File: config.mk
export PLATFORM = sky130hd
export DESIGN_NAME = raw_guard
export DESIGN_NICKNAME = d
export VERILOG_FILES = /design/src/rtl/raw_guard_pkg.sv /design/src/rtl/raw_wait_table.sv /design/src/rtl/raw_elapsed_timer.sv /design/src/rtl/raw_bus_fsm.sv /design/src/rtl/raw_guard.sv
export SDC_FILE = /design/constraint.sdc
export NUM_CORES = 1
export LEC_CHECK = 0
export ABC_AREA = 1
export BUFFER_PORTS_ARGS = -buffer_cell sky130_fd_sc_hd__buf_4
export CORE_MARGIN = 10
export CORE_UTILIZATION = 55
export DETAILED_ROUTE_END_ITERATION = 10
export PLACE_DENSITY = 0.85
export SKIP_LAST_GASP = 1
export SLEW_MARGIN = 20
export SYNTH_ARGS = -nofsm -noshare
export SYNTH_HDL_FRONTEND = slang
export SYNTH_HIERARCHICAL = 1
export SYNTH_SLANG_ARGS = --single-unit
export TNS_END_PERCENT = 50
File: constraint.sdc
create_clock -name clk -period 6.95 [get_ports clk]
set_input_delay 0.3475 -clock clk [delete_from_list [all_inputs] [get_ports clk]]
set_output_delay 0.3475 -clock clk [all_outputs]
set_load 0.1 [all_outputs]
File: src/rtl/raw_guard_pkg.sv
package raw_guard_pkg;

  typedef enum logic [1:0] {ST_IDLE, ST_STALL, ST_DUMMY, ST_XFER} bus_state_e;

  function automatic int unsigned ceil_div(int unsigned num, int unsigned den);
    return (num + den - 1) / den;
  endfunction

  // settling time in ns after any write, per register index
  function automatic int unsigned settle_ns(int unsigned idx);
    case (idx)
      0, 4, 10:                     return 0;
      2:                            return 90;
      1, 11, 15:                    return 135;
      17:                           return 180;
      3, 5, 6, 7, 8, 9, 13, 14, 16: return 45;
      default:                      return 315;
    endcase
  endfunction

endpackage

File: src/rtl/raw_wait_table.sv
module raw_wait_table
  import raw_guard_pkg::*;
#(
  parameter int IDX_W  = 5,
  parameter int CLK_NS = 20,
  parameter int CNT_W  = 5
) (
  input  logic [IDX_W-1:0] idx,
  output logic [CNT_W-1:0] wait_clks
);
  localparam int ENTRIES = 1 << IDX_W;

  logic [CNT_W-1:0] rom [ENTRIES];

  for (genvar g = 0; g < ENTRIES; g++) begin : g_rom
    assign rom[g] = CNT_W'(ceil_div(settle_ns(g), CLK_NS));
  end

  assign wait_clks = rom[idx];
endmodule

File: src/rtl/raw_elapsed_timer.sv
module raw_elapsed_timer #(
  parameter int CNT_W    = 5,
  parameter int MAX_CLKS = 16
) (
  input  logic             clk,
  input  logic             rst_n,
  input  logic             wr_done,
  input  logic             rd_done,
  output logic [CNT_W-1:0] elapsed,
  output logic             armed
);
  localparam logic [CNT_W-1:0] MAX_V = CNT_W'(MAX_CLKS);

  always_ff @(posedge clk or negedge rst_n) begin
    if (!rst_n) begin
      elapsed <= MAX_V;
      armed   <= 1'b0;
    end else begin
      if (wr_done)              elapsed <= '0;
      else if (elapsed < MAX_V) elapsed <= elapsed + 1'b1;
      if (wr_done)      armed <= 1'b1;
      else if (rd_done) armed <= 1'b0;
    end
  end

  a_r10_saturate: assert property (@(posedge clk) disable iff (!rst_n)
    elapsed <= MAX_V);
  a_r10_restart: assert property (@(posedge clk) disable iff (!rst_n)
    wr_done |=> (elapsed == '0) && armed);
endmodule

File: src/rtl/raw_bus_fsm.sv
module raw_bus_fsm
  import raw_guard_pkg::*;
#(
  parameter int IDX_W    = 5,
  parameter int DATA_W   = 16,
  parameter int CNT_W    = 5,
  parameter int ACC_CLKS = 3,
  parameter int TEST_IDX = 4
) (
  input  logic              clk,
  input  logic              rst_n,
  input  logic              dummy_mode,
  input  logic              host_valid,
  output logic              host_ready,
  input  logic              host_we,
  input  logic [IDX_W-1:0]  host_idx,
  input  logic [DATA_W-1:0] host_wdata,
  output logic              rsp_valid,
  output logic [DATA_W-1:0] rsp_data,
  output logic              per_rd,
  output logic              per_wr,
  output logic [IDX_W-1:0]  per_addr,
  output logic [DATA_W-1:0] per_wdata,
  input  logic [DATA_W-1:0] per_rdata,
  output logic [IDX_W-1:0]  lookup_idx,
  input  logic [CNT_W-1:0]  wait_clks,
  input  logic [CNT_W-1:0]  elapsed,
  input  logic              armed,
  output logic              wr_done,
  output logic              rd_done
);
  localparam int ACC_W = $clog2(ACC_CLKS + 1);
  localparam logic [ACC_W-1:0] ACC_LAST = ACC_W'(ACC_CLKS - 1);

  bus_state_e        state;
  logic [ACC_W-1:0]  cnt;
  logic              req_we;
  logic [IDX_W-1:0]  req_idx;
  logic [DATA_W-1:0] req_wdata;
  logic [CNT_W:0]    el_next;
  logic              clear_next;
  logic              last_beat;

  // the lookup must serve the live request while idle
  assign lookup_idx = (state == ST_IDLE) ? host_idx : req_idx;
  // elapsed value in the cycle a strobe launched now would start
  assign el_next    = {1'b0, elapsed} + 1'b1;
  assign clear_next = !armed || (el_next >= {1'b0, wait_clks});
  assign last_beat  = (cnt == '0);

  always_ff @(posedge clk or negedge rst_n) begin
    if (!rst_n) begin
      state     <= ST_IDLE;
      cnt       <= '0;
      req_we    <= 1'b0;
      req_idx   <= '0;
      req_wdata <= '0;
    end else begin
      case (state)
        ST_IDLE: if (host_valid) begin
          req_we    <= host_we;
          req_idx   <= host_idx;
          req_wdata <= host_wdata;
          cnt       <= ACC_LAST;
          if (host_we || clear_next) state <= ST_XFER;
          else if (dummy_mode)       state <= ST_DUMMY;
          else                       state <= ST_STALL;
        end
        ST_STALL: if (clear_next) begin
          state <= ST_XFER;
          cnt   <= ACC_LAST;
        end
        ST_DUMMY: if (last_beat) begin
          cnt <= ACC_LAST;
          if (clear_next) state <= ST_XFER;
        end else begin
          cnt <= cnt - 1'b1;
        end
        default: if (last_beat) state <= ST_IDLE;
                 else           cnt   <= cnt - 1'b1;
      endcase
    end
  end

  always_ff @(posedge clk or negedge rst_n) begin
    if (!rst_n) begin
      rsp_valid <= 1'b0;
      rsp_data  <= '0;
    end else begin
      rsp_valid <= rd_done;
      if (rd_done) rsp_data <= per_rdata;
    end
  end

  assign host_ready = (state == ST_IDLE);
  assign wr_done    = (state == ST_XFER) && last_beat && req_we;
  assign rd_done    = (state == ST_XFER) && last_beat && !req_we;
  assign per_rd     = (state == ST_DUMMY) || ((state == ST_XFER) && !req_we);
  assign per_wr     = (state == ST_XFER) && req_we;
  assign per_addr   = (state == ST_DUMMY) ? IDX_W'(TEST_IDX) : req_idx;
  assign per_wdata  = req_wdata;

  a_r2_exclusive: assert property (@(posedge clk) disable iff (!rst_n)
    !(per_rd && per_wr));
  a_r5_settled: assert property (@(posedge clk) disable iff (!rst_n)
    ((state == ST_XFER) && !req_we && (cnt == ACC_LAST) && armed)
      |-> (elapsed >= wait_clks));
  a_r9_dummy_after_write: assert property (@(posedge clk) disable iff (!rst_n)
    (state == ST_DUMMY) |-> armed);
  a_r3_rsp_after_read: assert property (@(posedge clk) disable iff (!rst_n)
    rsp_valid |-> $past(per_rd && (per_addr == req_idx) && (state == ST_XFER)));
  a_r1_hold_busy: assert property (@(posedge clk) disable iff (!rst_n)
    (host_ready && host_valid) |=> !host_ready);
endmodule

File: src/rtl/raw_guard.sv
module raw_guard
  import raw_guard_pkg::*;
#(
  parameter int IDX_W    = 5,
  parameter int DATA_W   = 16,
  parameter int CLK_NS   = 20,
  parameter int BUS_NS   = 45,
  parameter int TEST_IDX = 4
) (
  input  logic              clk,
  input  logic              rst_n,
  input  logic              dummy_mode,
  input  logic              host_valid,
  output logic              host_ready,
  input  logic              host_we,
  input  logic [IDX_W-1:0]  host_idx,
  input  logic [DATA_W-1:0] host_wdata,
  output logic              rsp_valid,
  output logic [DATA_W-1:0] rsp_data,
  output logic              per_rd,
  output logic              per_wr,
  output logic [IDX_W-1:0]  per_addr,
  output logic [DATA_W-1:0] per_wdata,
  input  logic [DATA_W-1:0] per_rdata
);
  localparam int MAX_CLKS = ceil_div(315, CLK_NS);
  localparam int CNT_W    = $clog2(MAX_CLKS + 1);
  localparam int ACC_RAW  = ceil_div(BUS_NS, CLK_NS);
  localparam int ACC_CLKS = (ACC_RAW < 1) ? 1 : ACC_RAW;

  logic [IDX_W-1:0] lookup_idx;
  logic [CNT_W-1:0] wait_clks;
  logic [CNT_W-1:0] elapsed;
  logic             armed;
  logic             wr_done;
  logic             rd_done;

  raw_wait_table #(.IDX_W(IDX_W), .CLK_NS(CLK_NS), .CNT_W(CNT_W)) u_table (
    .idx(lookup_idx), .wait_clks(wait_clks)
  );

  raw_elapsed_timer #(.CNT_W(CNT_W), .MAX_CLKS(MAX_CLKS)) u_timer (
    .clk(clk), .rst_n(rst_n), .wr_done(wr_done), .rd_done(rd_done),
    .elapsed(elapsed), .armed(armed)
  );

  raw_bus_fsm #(
    .IDX_W(IDX_W), .DATA_W(DATA_W), .CNT_W(CNT_W),
    .ACC_CLKS(ACC_CLKS), .TEST_IDX(TEST_IDX)
  ) u_fsm (
    .clk(clk), .rst_n(rst_n), .dummy_mode(dummy_mode),
    .host_valid(host_valid), .host_ready(host_ready), .host_we(host_we),
    .host_idx(host_idx), .host_wdata(host_wdata),
    .rsp_valid(rsp_valid), .rsp_data(rsp_data),
    .per_rd(per_rd), .per_wr(per_wr), .per_addr(per_addr),
    .per_wdata(per_wdata), .per_rdata(per_rdata),
    .lookup_idx(lookup_idx), .wait_clks(wait_clks), .elapsed(elapsed),
    .armed(armed), .wr_done(wr_done), .rd_done(rd_done)
  );
endmodule

; Word level (Yosys, flattened, before mapping)
; Memories as Yosys holds them, arrays and structs flattened.
; Index checks and enable logic that the tools add are counted.
[totals]
n_memories = 1
ff_bits = 49
elab_cells = 62
in_bits = 42
rom_bits = 160
[memory_table]
columns = memory, depth, word_bits, rd, rd_clocked_by_memory_dff, write_ports, line_no
row1 = (name not given), 32, 5, 1, 0, 0, raw_wait_table.sv:19  ; assign wait_clks = rom[idx];
[classes]
n_bitwise = 1
muxes = 20
n_eq_ne = 7
reduce_logical = 18
order_cmp = 3
add_sub_neg = 3
[op_table]
columns = cell, count
row1 = $mux W5, 6
row2 = $mux W2, 10
row3 = $pmux W2 S3, 2
row4 = $add A5 B1 Y6 const B, 1
row5 = $ge A6 B5 Y1, 1
row6 = $ge A6 B6 Y1 const B, 1
row7 = $not A5 Y6, 1
row8 = $reduce_and A3 Y1, 2
row9 = $add A5 B1 Y5 const B, 1
row10 = $logic_and A1 B1 Y1, 5
row11 = $lt A5 B5 Y1 const B, 1
row12 = $eq A2 B2 Y1 const B, 2
row13 = $logic_not A2 Y1, 2
row14 = $ne A2 B1 Y1 const B, 2
row15 = $ne A4 B4 Y1 const B, 1
row16 = $reduce_bool A2 Y1, 2
row17 = $logic_or A1 B1 Y1, 3
row18 = $reduce_bool A3 Y1, 1
row19 = $eq A2 B1 Y1 const B, 1
row20 = $logic_not A1 Y1, 2
row21 = $mux W1, 2
row22 = $ne A2 B2 Y1 const B, 1
row23 = $reduce_and A2 Y1, 1
row24 = $sub A2 B1 Y2 const B, 1

; Depth between registers and ports, before layout
[logic_depth]
ltp_word = 12
ltp_mapped = 25

; By module
; Netlist, hierarchy kept.
[modules_own_cells]
columns = module, cells_each, area_each_um2, instances
row1 = raw_bus_fsm, 235, 2155.8, 1
row2 = raw_elapsed_timer, 32, 270.3, 1
row3 = raw_wait_table, 32, 176.4, 1

; Worst setup path after synthesis
; Ideal clock, no wire load.
[synth_path]
kind = register to register
from = register u_fsm.state[0]
to = register u_fsm.state[0]
stages_incl_launch_ff = 26
period_less_slack_ns = 3.572
setup_ns = 0.116
arrival_time_ns = 3.456
setup_slack_ns = 3.378
t_required_ns = 6.834
path_cell_list = dfrtp_1 inv_1 ha_1 clkbuf_1 nand2_1 o21ai_0 inv_1 ha_1 nand2_1 nand3_1 nand2_1 nand2_1 inv_1 ha_1 inv_1 nand2_1 nand2_1 nand2_1 nand2_1 nand2_1 nand2_1 nand3_1 nand2_1 nor2_2 nand2_1 nand2_1
[synth_between]
elab_chain_len = 12
word_cells_on_any_way = 20
classes_between = order compare: 1 / eq/ne: 4 / mux: 8 / bitwise: 1 / reduce/logical: 5 / memory: 1
[synth_rtl]
columns = item, line_no
row1 = "start, declared", raw_bus_fsm.sv:35  ; bus_state_e state;
row2 = "start signal, assigned", raw_bus_fsm.sv:53  ; state <= ST_IDLE;
row3 = "start signal, assigned", raw_bus_fsm.sv:65  ; if (host_we || clear_next) state <= ST_XFER;
row4 = "start signal, assigned", raw_bus_fsm.sv:66  ; else if (dummy_mode) state <= ST_DUMMY;
row5 = $logic_not A2 Y1 (*), n/a
row6 = via host_ready, raw_guard.sv:14  ; output logic host_ready,
row7 = $mux W5 (*), raw_bus_fsm.sv:45  ; assign lookup_idx = (state == ST_IDLE) ? host_idx : req_idx;
row8 = via lookup_idx[0], raw_guard.sv:31  ; logic [IDX_W-1:0] lookup_idx;
row9 = $not A5 Y6 (not written as such) (*), raw_wait_table.sv:19
row10 = $mem_v2 Z32 W5 (*), n/a
row11 = $mux W5 (not written as such) (*) (2 in a row), raw_wait_table.sv:19
row12 = via wait_clks[0], raw_guard.sv:32  ; logic [CNT_W-1:0] wait_clks;
row13 = $ge A6 B5 Y1 (*), raw_bus_fsm.sv:48  ; assign clear_next = !armed || (el_next >= {1'b0, wait_clks});
row14 = $logic_or A1 B1 Y1 (*), raw_bus_fsm.sv:48
row15 = $logic_or A1 B1 Y1, raw_bus_fsm.sv:65
row16 = $mux W2, raw_bus_fsm.sv:65
row17 = $mux W2, raw_bus_fsm.sv:60  ; ST_IDLE: if (host_valid) begin
row18 = $pmux W2 S3 (*), raw_bus_fsm.sv:59  ; case (state)
; Mark *: on every way through the listed nets, which the timed path passes. The rest lies on a longest branch. The select of a mux whose other input is x is not followed.
; A chain may end at the register's enable or synchronous reset.

; Worst setup path in the final report
[layout_path]
from = register u_fsm.state[0]
to = register u_fsm.state[1]
[layout_between]
elab_chain_len = 12
word_cells_on_any_way = 20
classes_between = order compare: 1 / eq/ne: 4 / mux: 8 / bitwise: 1 / reduce/logical: 5 / memory: 1
[layout_rtl]
columns = item, line_no
row1 = $logic_not A2 Y1 (*), raw_bus_fsm.sv:45
row2 = $mux W5 (*), raw_bus_fsm.sv:45
row3 = via lookup_idx[0], raw_guard.sv:31
row4 = $not A5 Y6 (not written as such) (*), raw_wait_table.sv:19
row5 = $mem_v2 Z32 W5 (*), n/a
row6 = $mux W5 (not written as such) (*) (2 in a row), raw_wait_table.sv:19
row7 = via wait_clks[1], raw_guard.sv:32
row8 = $ge A6 B5 Y1 (*), raw_bus_fsm.sv:48
row9 = $logic_or A1 B1 Y1 (*), raw_bus_fsm.sv:48
row10 = $logic_or A1 B1 Y1, raw_bus_fsm.sv:65
row11 = $mux W2, raw_bus_fsm.sv:65
row12 = $mux W2, raw_bus_fsm.sv:60
row13 = $pmux W2 S3 (*), raw_bus_fsm.sv:59
; Marks and branches as above.

==> metrics.cfg <==
[run_status]
outcome=finished, final reports clean

[cts]
clk_pin_slew_ps=80
cts-resized-gates=0
cts-root-buf=clkbuf_8
ctsHoldBuffers=0
clk_latency_ps=290
cts.path.max_buffers=2
cts_tree=yes
post-cts-setup-buffer-count=0
htree_levels=2
numCtsBuffers=5
cts.sinks=49

[worst_setup_path]
reg2reg_to=u_fsm/state[1]
critPathCaptureType=register
r2r_slack_ps=3710
cp.arrival_ps=3430
worst_setup_path_start_kind=register
cp_max_fo=16
crit_required_ps=7140
worstSetupPathType=register to register
r2r_cells=22
r2r-start=u_fsm/state[0]

[finish]
syn2layout_area_growth_pct=29.18
drive_above_1_share_pct=29.69
fillers=316
final_area_sq_mm=0.003362
fin_cells=436
finalNetCount=444
n_antenna_cell=0

[placed_design]
placed_area_sq_mm=0.003246
dp_hpwl_microns=4936
place_congestion=0.9157
place_inst=428
io_buffers=82

[timing]
fin_crit_sh_pct=46.56
tns_ps=0
rsz0062_at_grt=no
hold_ws_ps=61.93
tightest_slew_ps=707.4
post-route-min-period_ps=3236
finalHoldViolations=0
fin_worst_skew_ps=2.339
setup_viol_count_final=0
fmax_ghz=0.3090
slew_headroom_pct=52.34
report.final.slew_viol_count=0

[die]
die_x_microns=88.79
initial_core_util_pct=58.17
fp.dieArea_sq_mm=0.007884
core.rowCount=24
pin_count=83
core_sq_mm=0.004474
fp.dieH_microns=88.79

[logic_synthesis]
synth_top_area_share_pct=46.15
ys.flop_type=dfrtp_1
synth.largest_area_cell=dfrtp_1
async_flop_share_pct=100.0
synth_area_leaders=dfrtp_1 (46%), nand2_1 (14%), ha_1 (9.1%)
ys_warn_count=6
synth_enable_flop_cells=0
synth_cell_types=27
synth_commonest_cells=nand2_1 (100), dfrtp_1 (48), inv_1 (38), nor2_1 (21), ha_1 (19)
syn-cell-area_sq_mm=0.002602
syn_avg_cell_area_sq_um=8.704
synth-seq-cells=49
synthCells=299
synth_nets=360
yosysMostFrequentCell=nand2_1
ys_seq_area_share_pct=47.16

[drt]
ant_nets=0
drc_errors=0
vias_per_cell=5.106
wl_per_cell_microns=14.81
routed_wl_microns=6459
via_count=2226
first_iter_violations=158
firstDrtPassIters=4

[grt]
gr-total-overflow=0
grt_max_degree=50
grt_pass1_vias=2289
grt_pass1_wl_microns=10440
antenna_found_initial=0
track_usage_pct=16.68

[worst_hold_path]
hp-class=input pin to async pin

[job]
cap_violations=0

worst max-delay path, stage by stage (launching register included):
cell,delay [ps]
dfrtp_1,430
inv_1,90
ha_1,390
o21ai_0,430
inv_1,160
ha_1,230
nand2_1,90
nand2_1,70
nand2_1,110
nand2_1,50
nand2_1,60
inv_1,40
ha_1,280
nand2_1,60
nand2_1,40
nand2_1,50
nand2_1,40
nand2_1,120
nand3_1,100
nand2_1,130
nor2_2,50
nand2_1,60
nand2_1,40
cells in the final DEF (no fill, tap or decap), drive strengths merged, types with 7 or more instances in the layout:
cell      n
clkbuf    7
nor2     24
mux2     16
nand2   101
ha       19
nand3     8
a21oi    14
o21ai    13
inv      40
buf      82
dfrtp    48
cell type report:
cell class	count	area, sq um	area share [%]
Multi-Input combinational cell	205	1187	35.32
Timing Repair Buffer	82	615.6	18.31
Sequential cell	49	1227	36.51
Clock buffer	7	86.33	2.568
Tap cell	52	65.06	1.935
Clock inverter	1	30.03	0.8932
Inverter	40	150.1	4.466
worst max path at each step:
stage               cells after the start        endpoint      startpoint  slack [ps]
CTS                                    23  u_fsm/state[1]  u_fsm/state[1]        3760
global route                           22  u_fsm/state[0]  u_fsm/state[1]        3330
global placement                       23  u_fsm/state[1]  u_fsm/state[0]        3980
detailed placement                     23  u_fsm/state[1]  u_fsm/state[0]        3800
finish                                 22  u_fsm/state[1]  u_fsm/state[0]        3710
floorplan                              25  u_fsm/state[0]  u_fsm/state[0]        3380
cell families after synthesis:
| kind of cell | share of synthesized area, % |
|---|---|
| multiplexers | 8.077 |
| adder cells (fa/ha/maj) | 9.135 |
| buffers and inverters | 7.212 |
| AO/OA/AOI/OAI | 5.433 |
| flip-flops | 47.16 |
| XOR/XNOR | 0.6732 |
| AND/OR/NAND/NOR | 22.31 |
per-stage QoR:
stage          setup WS (ps)  utilization (%)
2_1_floorplan           3378                -
5_1_grt                 3334            75.14
6_report                3714            75.14
4_1_cts                 3762            75.14
3_5_place_dp            3799            72.54
3_3_place_gp            3979            72.54
state kept, by name (all words and copies together) (netlist names):
signal and cells:
u_timer/armed 1, u_timer/elapsed 5, u_fsm/req_we 1, u_fsm/cnt 2, u_fsm/per_wdata 16, u_fsm/req_idx 5
u_fsm/state 2, u_fsm/rsp_valid 1, u_fsm/rsp_data 16
routing by layer:
metal | GRT usage [%] | part of all wire (%) | wire length, microns | vias up
met3 | 6.434 | 9.8 | 630 | 6
met5 | 0 | 0 | 0 | -
met4 | 5.874 | 1.0 | 65 | 0
li1 | - | - | - | 1099
met2 | 29.19 | 51 | 3317 | 90
met1 | 17.92 | 38 | 2446 | 1031
Power is not shown: default switching activity piles up to over one toggle a cycle in this logic, so the estimate is an artifact.
